==> src/rtl/eccGenPkg.sv <==
package eccGenPkg;

  localparam int HALF_BYTES = 256;
  localparam int IDX_W      = $clog2(HALF_BYTES);
  localparam int LP_W       = 2 * IDX_W;
  localparam int BIT_IDX_W  = 3;
  localparam int CP_W       = 2 * BIT_IDX_W;
  localparam int NUM_WORDS  = 3;
  localparam int PTR_W      = 2;

  localparam logic [7:0] CMD_CLEAR  = 8'hF4;
  localparam logic [7:0] CMD_CALC   = 8'hB4;
  localparam logic [7:0] CMD_RESULT = 8'hD4;

  typedef enum logic [1:0] {
    MODE_IDLE,
    MODE_CLEAR,
    MODE_CALC,
    MODE_RESULT
  } eccMode_e;

  typedef struct packed {
    logic             clearAcc;
    logic             accumEn;
    logic             halfSel;
    logic             resultMode;
    logic [PTR_W-1:0] rdPtr;
  } eccStrb_t;

  // XOR over the bit positions j whose index bit k is set (odd slot) or clear (even slot)
  function automatic logic [CP_W-1:0] colParity(input logic [7:0] d);
    logic [CP_W-1:0] r;
    r = '0;
    for (int k = 0; k < BIT_IDX_W; k++) begin
      for (int j = 0; j < 8; j++) begin
        if (((j >> k) & 1) == 1) r[2*k+1] = r[2*k+1] ^ d[j];
        else                     r[2*k]   = r[2*k]   ^ d[j];
      end
    end
    return r;
  endfunction

endpackage

==> src/rtl/eccHalf.sv <==
module eccHalf
  import eccGenPkg::*;
(
  input  logic            clk,
  input  logic            rstN,
  input  logic            clr,
  input  logic            en,
  input  logic [IDX_W-1:0] idx,
  input  logic [7:0]      din,
  output logic [LP_W-1:0] lpAcc,
  output logic [CP_W-1:0] cpAcc
);

  logic            byteOdd;
  logic [LP_W-1:0] lpNext;

  assign byteOdd = ^din;

  always_comb begin
    for (int k = 0; k < IDX_W; k++) begin
      lpNext[2*k+1] = lpAcc[2*k+1] ^ (byteOdd &  idx[k]);
      lpNext[2*k]   = lpAcc[2*k]   ^ (byteOdd & ~idx[k]);
    end
  end

  always_ff @(posedge clk) begin
    if (!rstN || clr) begin
      lpAcc <= '0;
      cpAcc <= '0;
    end else if (en) begin
      lpAcc <= lpNext;
      cpAcc <= cpAcc ^ colParity(din);
    end
  end

endmodule

==> src/rtl/eccCtrl.sv <==
module eccCtrl
  import eccGenPkg::*;
(
  input  logic             clk,
  input  logic             rstN,
  input  logic             modeWr,
  input  logic [7:0]       modeIn,
  input  logic             dataValid,
  input  logic             rdReq,
  output eccStrb_t         strb,
  output logic [IDX_W-1:0] byteIdx
);

  eccMode_e         modeQ;
  logic [IDX_W:0]   byteCnt;
  logic             pageFull;
  logic [PTR_W-1:0] ptrQ;
  logic             accumEn;

  assign accumEn = (modeQ == MODE_CALC) && dataValid && !pageFull;

  always_ff @(posedge clk) begin
    if (!rstN) begin
      modeQ    <= MODE_IDLE;
      byteCnt  <= '0;
      pageFull <= 1'b0;
      ptrQ     <= '0;
    end else begin
      if (accumEn) begin
        if (byteCnt == '1) pageFull <= 1'b1;
        byteCnt <= byteCnt + 1'b1;
      end
      if (rdReq && modeQ == MODE_RESULT)
        ptrQ <= (ptrQ == PTR_W'(NUM_WORDS - 1)) ? '0 : ptrQ + 1'b1;
      if (modeWr) begin
        unique case (modeIn)
          CMD_CLEAR: begin
            modeQ    <= MODE_CLEAR;
            byteCnt  <= '0;
            pageFull <= 1'b0;
          end
          CMD_CALC:  modeQ <= MODE_CALC;
          CMD_RESULT: begin
            modeQ <= MODE_RESULT;
            ptrQ  <= '0;
          end
          default:   modeQ <= MODE_IDLE;
        endcase
      end
    end
  end

  always_comb begin
    strb.clearAcc   = modeWr && (modeIn == CMD_CLEAR);
    strb.accumEn    = accumEn;
    strb.halfSel    = byteCnt[IDX_W];
    strb.resultMode = (modeQ == MODE_RESULT);
    strb.rdPtr      = ptrQ;
  end

  assign byteIdx = byteCnt[IDX_W-1:0];

endmodule

==> src/rtl/eccDatapath.sv <==
module eccDatapath
  import eccGenPkg::*;
(
  input  logic             clk,
  input  logic             rstN,
  input  eccStrb_t         strb,
  input  logic [IDX_W-1:0] byteIdx,
  input  logic [7:0]       dataIn,
  output logic [15:0]      rdData
);

  logic [LP_W-1:0] lpArr [2];
  logic [CP_W-1:0] cpArr [2];
  logic [LP_W-1:0] lpOut [2];
  logic [7:0]      cpByte [2];

  for (genvar h = 0; h < 2; h++) begin : g_half
    eccHalf u_half (
      .clk   (clk),
      .rstN  (rstN),
      .clr   (strb.clearAcc),
      .en    (strb.accumEn && (strb.halfSel == 1'(h))),
      .idx   (byteIdx),
      .din   (dataIn),
      .lpAcc (lpArr[h]),
      .cpAcc (cpArr[h])
    );
    assign lpOut[h]  = ~lpArr[h];
    assign cpByte[h] = {~cpArr[h], 2'b11};
  end

  always_comb begin
    rdData = '0;
    if (strb.resultMode) begin
      unique case (strb.rdPtr)
        2'd0:    rdData = lpOut[0];
        2'd1:    rdData = {lpOut[1][7:0], cpByte[0]};
        default: rdData = {cpByte[1], lpOut[1][15:8]};
      endcase
    end
  end

endmodule

==> src/rtl/eccGen.sv <==
module eccGen
  import eccGenPkg::*;
(
  input  logic        clk,
  input  logic        rstN,
  input  logic        modeWr,
  input  logic [7:0]  modeIn,
  input  logic        dataValid,
  input  logic [7:0]  dataIn,
  input  logic        rdReq,
  output logic [15:0] rdData
);

  eccStrb_t         strb;
  logic [IDX_W-1:0] byteIdx;

  eccCtrl u_ctrl (
    .clk       (clk),
    .rstN      (rstN),
    .modeWr    (modeWr),
    .modeIn    (modeIn),
    .dataValid (dataValid),
    .rdReq     (rdReq),
    .strb      (strb),
    .byteIdx   (byteIdx)
  );

  eccDatapath u_dp (
    .clk     (clk),
    .rstN    (rstN),
    .strb    (strb),
    .byteIdx (byteIdx),
    .dataIn  (dataIn),
    .rdData  (rdData)
  );

endmodule

==> config.mk <==
export PLATFORM = sky130hd
export DESIGN_NAME = eccGen
export DESIGN_NICKNAME = d
export VERILOG_FILES = /design/src/rtl/eccGenPkg.sv /design/src/rtl/eccHalf.sv /design/src/rtl/eccCtrl.sv /design/src/rtl/eccDatapath.sv /design/src/rtl/eccGen.sv
export SDC_FILE = /design/constraint.sdc
export NUM_CORES = 1
export LEC_CHECK = 0
export CAP_MARGIN = 10
export CORE_UTILIZATION = 34
export CTS_CLUSTER_DIAMETER = 120
export CTS_CLUSTER_SIZE = 25
export DETAILED_ROUTE_END_ITERATION = 8
export GPL_TIMING_DRIVEN = 1
export SETUP_SLACK_MARGIN = 0.02
export SLEW_MARGIN = 20
export SYNTH_ARGS = -nofsm -noshare
export SYNTH_HDL_FRONTEND = slang
export SYNTH_SLANG_ARGS = --single-unit
==> constraint.sdc <==
create_clock -name clk -period 2.57 [get_ports clk]
set_input_delay 0.3855 -clock clk [delete_from_list [all_inputs] [get_ports clk]]
set_output_delay 0.3855 -clock clk [all_outputs]
set_load 0.02 [all_outputs]
# [Word level (Yosys, flattened, before mapping)]
# Cells that the tools add are included.
[classes] addsub=2 mul=0 div=0 n_lt_le_gt_ge=0 n_eq_ne=8 shifts=0 mux=106 bitwise=97 n_reduce_logical=11
[ops] operator="$mux 1" count=96
[ops] operator="$xor 1x1->1" count=66
[ops] operator="$not 16->16" count=2
[ops] operator="$pmux 16 s2" count=1
[ops] operator="$mux 9" count=3
[ops] operator="$eq 8x8->1 const B" count=3
[ops] operator="$and 1x1->1" count=16
[ops] operator="$mux 16" count=1
[ops] operator="$not 6->6" count=2
[ops] operator="$xor 6x6->6" count=2
[ops] operator="$add 9x1->9 const B" count=1
[ops] operator="$eq 9x9->1 const B" count=1
[ops] operator="$not 1->1" count=9
[ops] operator="$mux 2" count=4
[ops] operator="$reduce_xor 8->1" count=1
[ops] operator="$eq 2x2->1 const B" count=3
[ops] operator="$logic_and 1x1->1" count=6
[ops] operator="$pmux 2 s3" count=1
[ops] operator="$add 2x1->2 const B" count=1
[ops] operator="$eq 2x1->1 const B" count=1
[ops] operator="$logic_not 1->1" count=2
[ops] operator="$logic_not 2->1" count=1
[ops] operator="$logic_or 1x1->1" count=1
[totals] register_bits=58 latch_bits=0 ramBits=0 romBits=0 inputBits=21 output_inout_bits=16 elab_cells=232 n_memories=0

# [Longest topological paths before layout]
# Gate-level depths: netlist (run 1).
[logic_depth] depth_word=18 ltp_mapped=7 mapped_depth_nobuf=7

# [Hierarchy]
# Synthesis (run 1) repeated with hierarchy kept, for this count alone.
[unflattened] hier_cells=364 hier_area_um2=3290.7
[by_module_without_submodules] mod="eccHalf" n_inst=2 cells_per_inst=121 area_per_inst_um2=1096.1
[by_module_without_submodules] mod="eccCtrl" n_inst=1 cells_per_inst=80 area_per_inst_um2=680.7
[by_module_without_submodules] mod="eccDatapath" n_inst=1 cells_per_inst=42 area_per_inst_um2=417.9

# [Least setup slack after synthesis (run 1)]
# No wires, ideal clock.
[synth_path] path_type="register to output" start="reg u_ctrl.ptrQ[0]" end="out rdData[14]" t_arrival_ps=1859 required_ps=2184 slack_ps=325 stages_incl_launch_ff=6 cell_sequence="dfxtp_1 clkbuf_1 clkbuf_1 mux2_1 mux2_2 nor2_1"
[synth_between] elab_chain_len=3 word_cells_on_any_way=4 classes_between="1 x eq/ne; 2 x mux; 1 x reduce/logical"
[synth_lines] item="start: declaration" line="eccCtrl.sv:17" rtl="logic [PTR_W-1:0] ptrQ;"
[synth_lines] item="start signal: assignment" line="eccCtrl.sv:34" rtl="ptrQ <= (ptrQ == PTR_W'(NUM_WORDS - 1)) ? '0 : ptrQ + 1'b1;"
[synth_lines] item="$eq 2x1->1 / $logic_not 2->1 (equally long branches)" line="eccDatapath.sv:35" rtl="unique case (strb.rdPtr)"
[synth_lines] item="$pmux 16 s2 (*)" line="eccDatapath.sv:35"
[synth_lines] item="$mux 16 (*)" line="eccDatapath.sv:34" rtl="if (strb.resultMode) begin"
[synth_lines] item="end: declaration" line="eccGen.sv:11" rtl="output logic [15:0] rdData"
# Every way passes the cells marked *; elsewhere a longest branch is shown, timed or not.

# [Worst setup path in the final report (run 1)]
[layout_path] start="reg u_ctrl.modeQ[1]" end="out rdData[1]"
[layout_between] elab_chain_len=2
[layout_lines] item="start: declaration" line="eccCtrl.sv:14" rtl="eccMode_e modeQ;"
[layout_lines] item="start signal: assignment" line="eccCtrl.sv:24" rtl="modeQ <= MODE_IDLE;"
[layout_lines] item="start signal: assignment" line="eccCtrl.sv:38" rtl="modeQ <= MODE_CLEAR;"
[layout_lines] item="start signal: assignment" line="eccCtrl.sv:42" rtl="CMD_CALC: modeQ <= MODE_CALC;"
[layout_lines] item="$eq 2x2->1" line="eccCtrl.sv:57" rtl="strb.resultMode = (modeQ == MODE_RESULT);"
[layout_lines] item="$mux 16" line="eccDatapath.sv:34"
# No other way between the ends.

==> results of run 1 <==
==> state kept, by name, indices dropped and copies added (netlist names) <==
name,cells
u_ctrl.ptrQ,2
u_dp.g_half.u_half.cpAcc,12
u_dp.g_half.u_half.lpAcc,32
u_ctrl.byteCnt,9
u_ctrl.pageFull,1
u_ctrl.modeQ,2
==> path summary, 6_finish.rpt <==
kind | from | end | slack [ps] | cells after the start
max | u_ctrl.modeQ[1] | rdData[1] | 100 | 3
min | u_dp.g_half[0].u_half.lpAcc[6] | u_dp.g_half[0].u_half.lpAcc[6] | 470 | 2
max reg2reg | u_ctrl.modeQ[0] | u_dp.g_half[0].u_half.lpAcc[0] | 770 | 5
min reg2reg | u_dp.g_half[0].u_half.lpAcc[6] | u_dp.g_half[0].u_half.lpAcc[6] | 470 | 2
==> stage by stage <==
step                      hold slack [ps]  power (W)  std cells  worst slack, ps  cell area (um2)
after floorplan                       429    0.00108        360              325             3020
after global placement                449    0.00119        486              220             3550
after detailed placement              468    0.00119        486              178             3550
after CTS                             476    0.00194        501             21.9             3710
after global routing                  499    0.00199        501             18.6             3720
final                                 472    0.00191        501              101             3720
==> cells by family after synthesis <==
family | after synthesis | synth area share [%]
AO/OA/AOI/OAI | 86 | 16.0
XOR/XNOR | 29 | 8.90
adder cells (fa/ha/maj) | 2 | 0.828
buffers and inverters | 31 | 4.10
flip-flops | 58 | 38.4
multiplexers | 28 | 10.3
AND/OR/NAND/NOR | 126 | 21.5
==> where the power goes <==
| part | internal [W] | leakage (nW) | switching, W |
|---|---|---|---|
| clock | 0.000392 | 0.0920 | 0.000351 |
| combinational | 0.0000957 | 0.811 | 0.000176 |
| sequential | 0.000899 | 0.467 | 0.000000353 |
==> layer usage <==
layer / global-route usage (%) / wire length (um)
met5: 0 / 0
met4: 8.09 / 138
met3: 2.61 / 240
met2: 27.7 / 3400
met1: 21.4 / 3450
==> placed cells by master (no fill, tap or decap), types with 2 or more instances in the layout <==
cell type and n:
nand2_1 32, mux2_1 12, buf_4 9, or4_1 16
nand3_1 3, nand2b_1 2, clkinv_2 3, o21ai_1 17
dfxtp_1 58, nand4_1 3, xor2_1 14, nor2b_1 2
ha_1 2, mux2i_1 4, nor3_1 2, nor2_1 36
dlymetal6s2s_1 3, mux2_2 12, clkbuf_8 11, o21ai_0 6
nand4b_1 2, nor3b_1 3, xnor2_2 3, clkdlybuf4s50_1 24
dlygate4sd2_1 9, or3_1 21, buf_12 4, xnor2_1 12
a21oi_1 42, o31ai_1 17
==> worst max-delay path: cells and delay by family (launching register included) <==
kind / cells / cell delay (ps)
flip-flops: 1 / 370
buffers and inverters: 1 / 670
AND/OR/NAND/NOR: 1 / 310
AO/OA/AOI/OAI: 1 / 400
==> synthesized netlist by cell type, drive strengths merged <==
library cell  count
xnor2            15
mux2i             4
nand2b            2
and2              1
ha                2
nand3             3
or4              16
a21boi            1
clkbuf           24
a21oi            42
nand2            32
dfxtp            58
o21a              1
or4b              1
nor2b             2
nor2             36
o31ai            17
nor3b             3
nand4b            2
buf               7
nand4             3
nor3              2
mux2             24
and3              1
and4bb            1
a211oi            2
or3              21
xor2             14
o21ai            23
==> cell type report <==
| class | instances | area, um2 | area share, % |
|---|---|---|---|
| Clock inverter | 3 | 15.0 | 0.403 |
| Sequential cell | 58 | 1160 | 31.2 |
| Timing Repair Buffer | 49 | 504 | 13.6 |
| Multi-Input combinational cell | 271 | 1750 | 47.0 |
| Clock buffer | 12 | 155 | 4.17 |
| Tap cell | 108 | 135 | 3.63 |
==> repair_timing <==
action,4_1_cts,5_1_grt
setup buffers,0,0
gates resized for setup,9,4
setup endpoints to repair,9,4
==> results.json, run 1 <==
{
  "path_clk_slew_ps": 70,
  "fin_crit_sh_pct": 96.1,
  "syn_inst": 360,
  "drtIter0Drc": 150,
  "max_slew_margin_pct": 68.4,
  "grt_max_degree": 63,
  "nets": 412,
  "crit_slowest_cell": "clkdlybuf4s50_1",
  "p_per_area_nw_per_um2": 515,
  "die_y_um": 96.3,
  "drc": 0,
  "yosysUniqueCellTypes": 33,
  "cp-end-kind": "primary output",
  "critPathLaunchType": "flip-flop",
  "cts_buffer_depth": 2,
  "leakage_nw": 1.37,
  "path_cells": "nand2_1, a211oi_1, clkdlybuf4s50_1",
  "dp_hpwl_um": 4680,
  "grt_usage_pct": 16.8,
  "drtPass1Iterations": 4,
  "root_buffer": "clkbuf_8",
  "drt-wirelength-per-cell_um": 14.4,
  "num_io_pins": 37,
  "diodes": 0,
  "fin_tns_setup_ps": 0,
  "synth_area_leaders": "dfxtp_1, a21oi_1, nor2_1",
  "routed_wl_um": 7230,
  "hp-class": "reg2reg",
  "grt_pass1_wl_um": 11700,
  "synth.avg_cell_area_um2": 8.40,
  "areaGrowthSynthToFinish_pct": 23.1,
  "die_w_um": 96.3,
  "finish.utilization_pct": 42.9,
  "cts_sinks": 58,
  "start_util_pct": 34.8,
  "viasPerCell": 5.31,
  "antenna_found_initial": 0,
  "std_cell_rows": 34,
  "finalMaxSlewViolations": 0,
  "first_global_vias": 2424,
  "cp.required_ps": 2180,
  "ys_seq_area_share_pct": 38.4,
  "skew_ps": 7.08,
  "cts_tree": "yes",
  "ys_ff_latch": 58,
  "tightest_slew_ps": 474,
  "overflow": 0,
  "vias": 2662,
  "postRouteAntennaNets": 0,
  "place.gp.congestion": 0.719,
  "cts_hold_buf": 0,
  "syn-num-nets": 383,
  "worst-setup-path-type": "reg2out",
  "drive_gt1_share_pct": 10.9,
  "n_fill_cell": 877,
  "clock_latency_ps": 330,
  "core_um2": 8680,
  "syn_area_um2": 3020,
  "fin_crit_ps": 2470,
  "cts_inserted_buffers": 9,
  "dieArea_um2": 9270,
  "maxCapViolations": 0,
  "status": "completed",
  "fmax_ghz": 0.405,
  "rsz0062_at_grt": "yes",
  "critPathMaxFanout": 10,
  "setup_viol": 0,
  "ys_warn_count": 0,
  "cp.arrival_ps": 2080,
  "netlist.area_leader.share_pct": 38.4,
  "vdd_drop_max_v": 0.000254,
  "htree_levels": 3,
  "synth.largest_area_cell": "dfxtp_1",
  "io_buffers": 36,
  "cp_slowest_stage_delay_ps": 670,
  "hold_viol_final": 0
}
Note: power is estimated with default switching activity, not from simulation.
==> run 2: changes to the inputs <==
--- a/config.mk
+++ b/config.mk
@@ -10,9 +10,9 @@
 export CTS_CLUSTER_DIAMETER = 120
 export CTS_CLUSTER_SIZE = 25
 export DETAILED_ROUTE_END_ITERATION = 8
+export GPL_ROUTABILITY_DRIVEN = 0
 export GPL_TIMING_DRIVEN = 1
 export SETUP_SLACK_MARGIN = 0.02
-export SLEW_MARGIN = 20
 export SYNTH_ARGS = -nofsm -noshare
 export SYNTH_HDL_FRONTEND = slang
 export SYNTH_SLANG_ARGS = --single-unit
==> constraint.sdc (replaced) <==
create_clock -name clk -period 2.57 [get_ports clk]
set_input_delay 0.3855 -clock clk [delete_from_list [all_inputs] [get_ports clk]]
set_output_delay 0.3855 -clock clk [all_outputs]
set_load 0.05 [all_outputs]
==> run 2 against run 1 <==
- worst setup slack improved by 220 ps
- sequential power about the same
- fmax increased by 9.9%
- critical path type unchanged
- clock-buffer cell count increased by 2
- die area unchanged
- power decreased by 2.5%
- critical path depth increased by 1
- highest routed layer unchanged
- non-clock buffer count decreased by 1
- combinational power about the same
- first-iteration DRC count decreased by 29%
- sequential share of layout area decreased by 0.93 points
==> results.json, run 2 (synthesis gave the netlist of run 1 again) <==
{
  "status": "completed",
  "viasPerCell": 5.30,
  "core_um2": 8680,
  "hp-class": "reg2reg",
  "grt_usage_pct": 16.9,
  "nets": 411,
  "final_common_cell": "dfxtp_1",
  "dp_cells": 485,
  "diodes": 0,
  "clock_latency_ps": 340,
  "worst-setup-path-type": "reg2out",
  "finalMaxSlewViolations": 0,
  "setup_viol": 0,
  "stdcell_area_um2": 3830,
  "cts_tree": "yes",
  "die_w_um": 96.3,
  "hold_viol_final": 0,
  "die_y_um": 96.3,
  "grt_pass1_wl_um": 11600,
  "areaGrowthSynthToFinish_pct": 26.9,
  "rsz0062_at_grt": "no",
  "dieArea_um2": 9270,
  "fin_tns_setup_ps": 0,
  "fin_crit_sh_pct": 87.4,
  "htree_levels": 3,
  "largest_reg_flops": 32,
  "std_cell_rows": 34,
  "fmax_ghz": 0.445,
  "antenna_found_initial": 0,
  "vias": 2646,
  "dp_hpwl_um": 4860,
  "postRouteAntennaNets": 0,
  "io_buffers": 36,
  "cp-end-kind": "primary output",
  "root_buffer": "clkbuf_8",
  "top_register": "u_dp.g_half.u_half.lpAcc",
  "maxCapViolations": 0,
  "final_cell_mix": "dfxtp_1, a21oi_1, nor2_1",
  "start_util_pct": 34.8,
  "critPathLaunchType": "flip-flop",
  "clkPwrFrac_pct": 37.3,
  "cts_hold_buf": 0,
  "post-cts-setup-buffer-count": 0,
  "cts_buffer_depth": 2,
  "power.internal_w": 0.00136,
  "path_clk_slew_ps": 60,
  "cts_sinks": 58,
  "grt_max_degree": 63,
  "tightest_slew_ps": 471,
  "multi_input_area_um2": 1760,
  "regToRegSetupSlack_ps": 740,
  "seq_area_um2": 1160,
  "overflow": 0,
  "p_sw_share_pct": 27.0,
  "p_seq_share_pct": 48.2,
  "fin_cells": 499,
  "leakage_nw": 1.32,
  "cp.arrival_ps": 1860,
  "drc": 0,
  "p_per_area_nw_per_um2": 487,
  "p_sw_w": 0.000504,
  "skew_ps": 6.17,
  "combPwrFrac_pct": 14.5,
  "drtPass1Iterations": 4,
  "drt-wirelength-per-cell_um": 14.6,
  "power_w": 0.00187,
  "drive_gt1_share_pct": 14.8,
  "critPathMaxFanout": 12,
  "cts.repair.resized": 0,
  "first_global_vias": 2414,
  "drtIter0Drc": 106,
  "max_slew_margin_pct": 68.5,
  "n_fill_cell": 893,
  "placed_area_um2": 3680,
  "cts_inserted_buffers": 9,
  "routed_wl_um": 7290,
  "cp.required_ps": 2180,
  "vdd_drop_max_v": 0.000205,
  "num_io_pins": 37,
  "fin_crit_ps": 2250,
  "largest_registers": "u_dp.g_half.u_half.lpAcc: 32 flops, u_dp.g_half.u_half.cpAcc: 12 flops, u_ctrl.byteCnt: 9 flops"
}
## run 2: final timing paths
path              depth (start not counted)                         endpoint             from
setup / recovery                          4                        rdData[6]   u_ctrl.ptrQ[1]
hold / removal                            2                  u_ctrl.pageFull  u_ctrl.pageFull
setup reg to reg                          5  u_dp.g_half[1].u_half.lpAcc[11]  u_ctrl.modeQ[0]
hold reg to reg                           2                  u_ctrl.pageFull  u_ctrl.pageFull
## run 2: metrics by stage
step | utilization [%] | setup WS [ps] | hold WS (ps)
floorplan | - | 181 | 429
global placement | 42.4 | 233 | 447
detailed placement | 42.4 | 162 | 455
CTS | 44.2 | 287 | 466
global route | 44.2 | 230 | 484
finish | 44.2 | 323 | 457
## run 2: worst max-delay path, cell delays in order (launching register included)
cell,delay (ps)
dfxtp_1,600
buf_12,210
mux2_2,330
nor2_1,200
buf_12,170
## run 2: routing by layer
layer | GRT usage, % | vias up | share of wire (%)
li1 | - | 1333 | -
met1 | 20.2 | 1263 | 45
met2 | 28.5 | 42 | 50
met3 | 5.29 | 8 | 4.0
met4 | 5.64 | 0 | 1.5
met5 | 0 | - | 0
## run 2: power groups by stage
stage | combinational (W) | clock [W] | sequential, W
final | 0.000270 | 0.000696 | 0.000900
after floorplan | 0.000165 | 0 | 0.000919
after detailed placement | 0.000267 | 0 | 0.000920
after global routing | 0.000292 | 0.000751 | 0.000899
after global placement | 0.000263 | 0 | 0.000920
after CTS | 0.000268 | 0.000713 | 0.000900
## run 2: layout make-up
cell class / instances / area share [%]
Sequential cell: 58 / 30.3
Clock buffer: 14 / 3.98
Tap cell: 108 / 3.52
Multi-Input combinational cell: 271 / 46.0
Timing Repair Buffer: 48 / 16.2
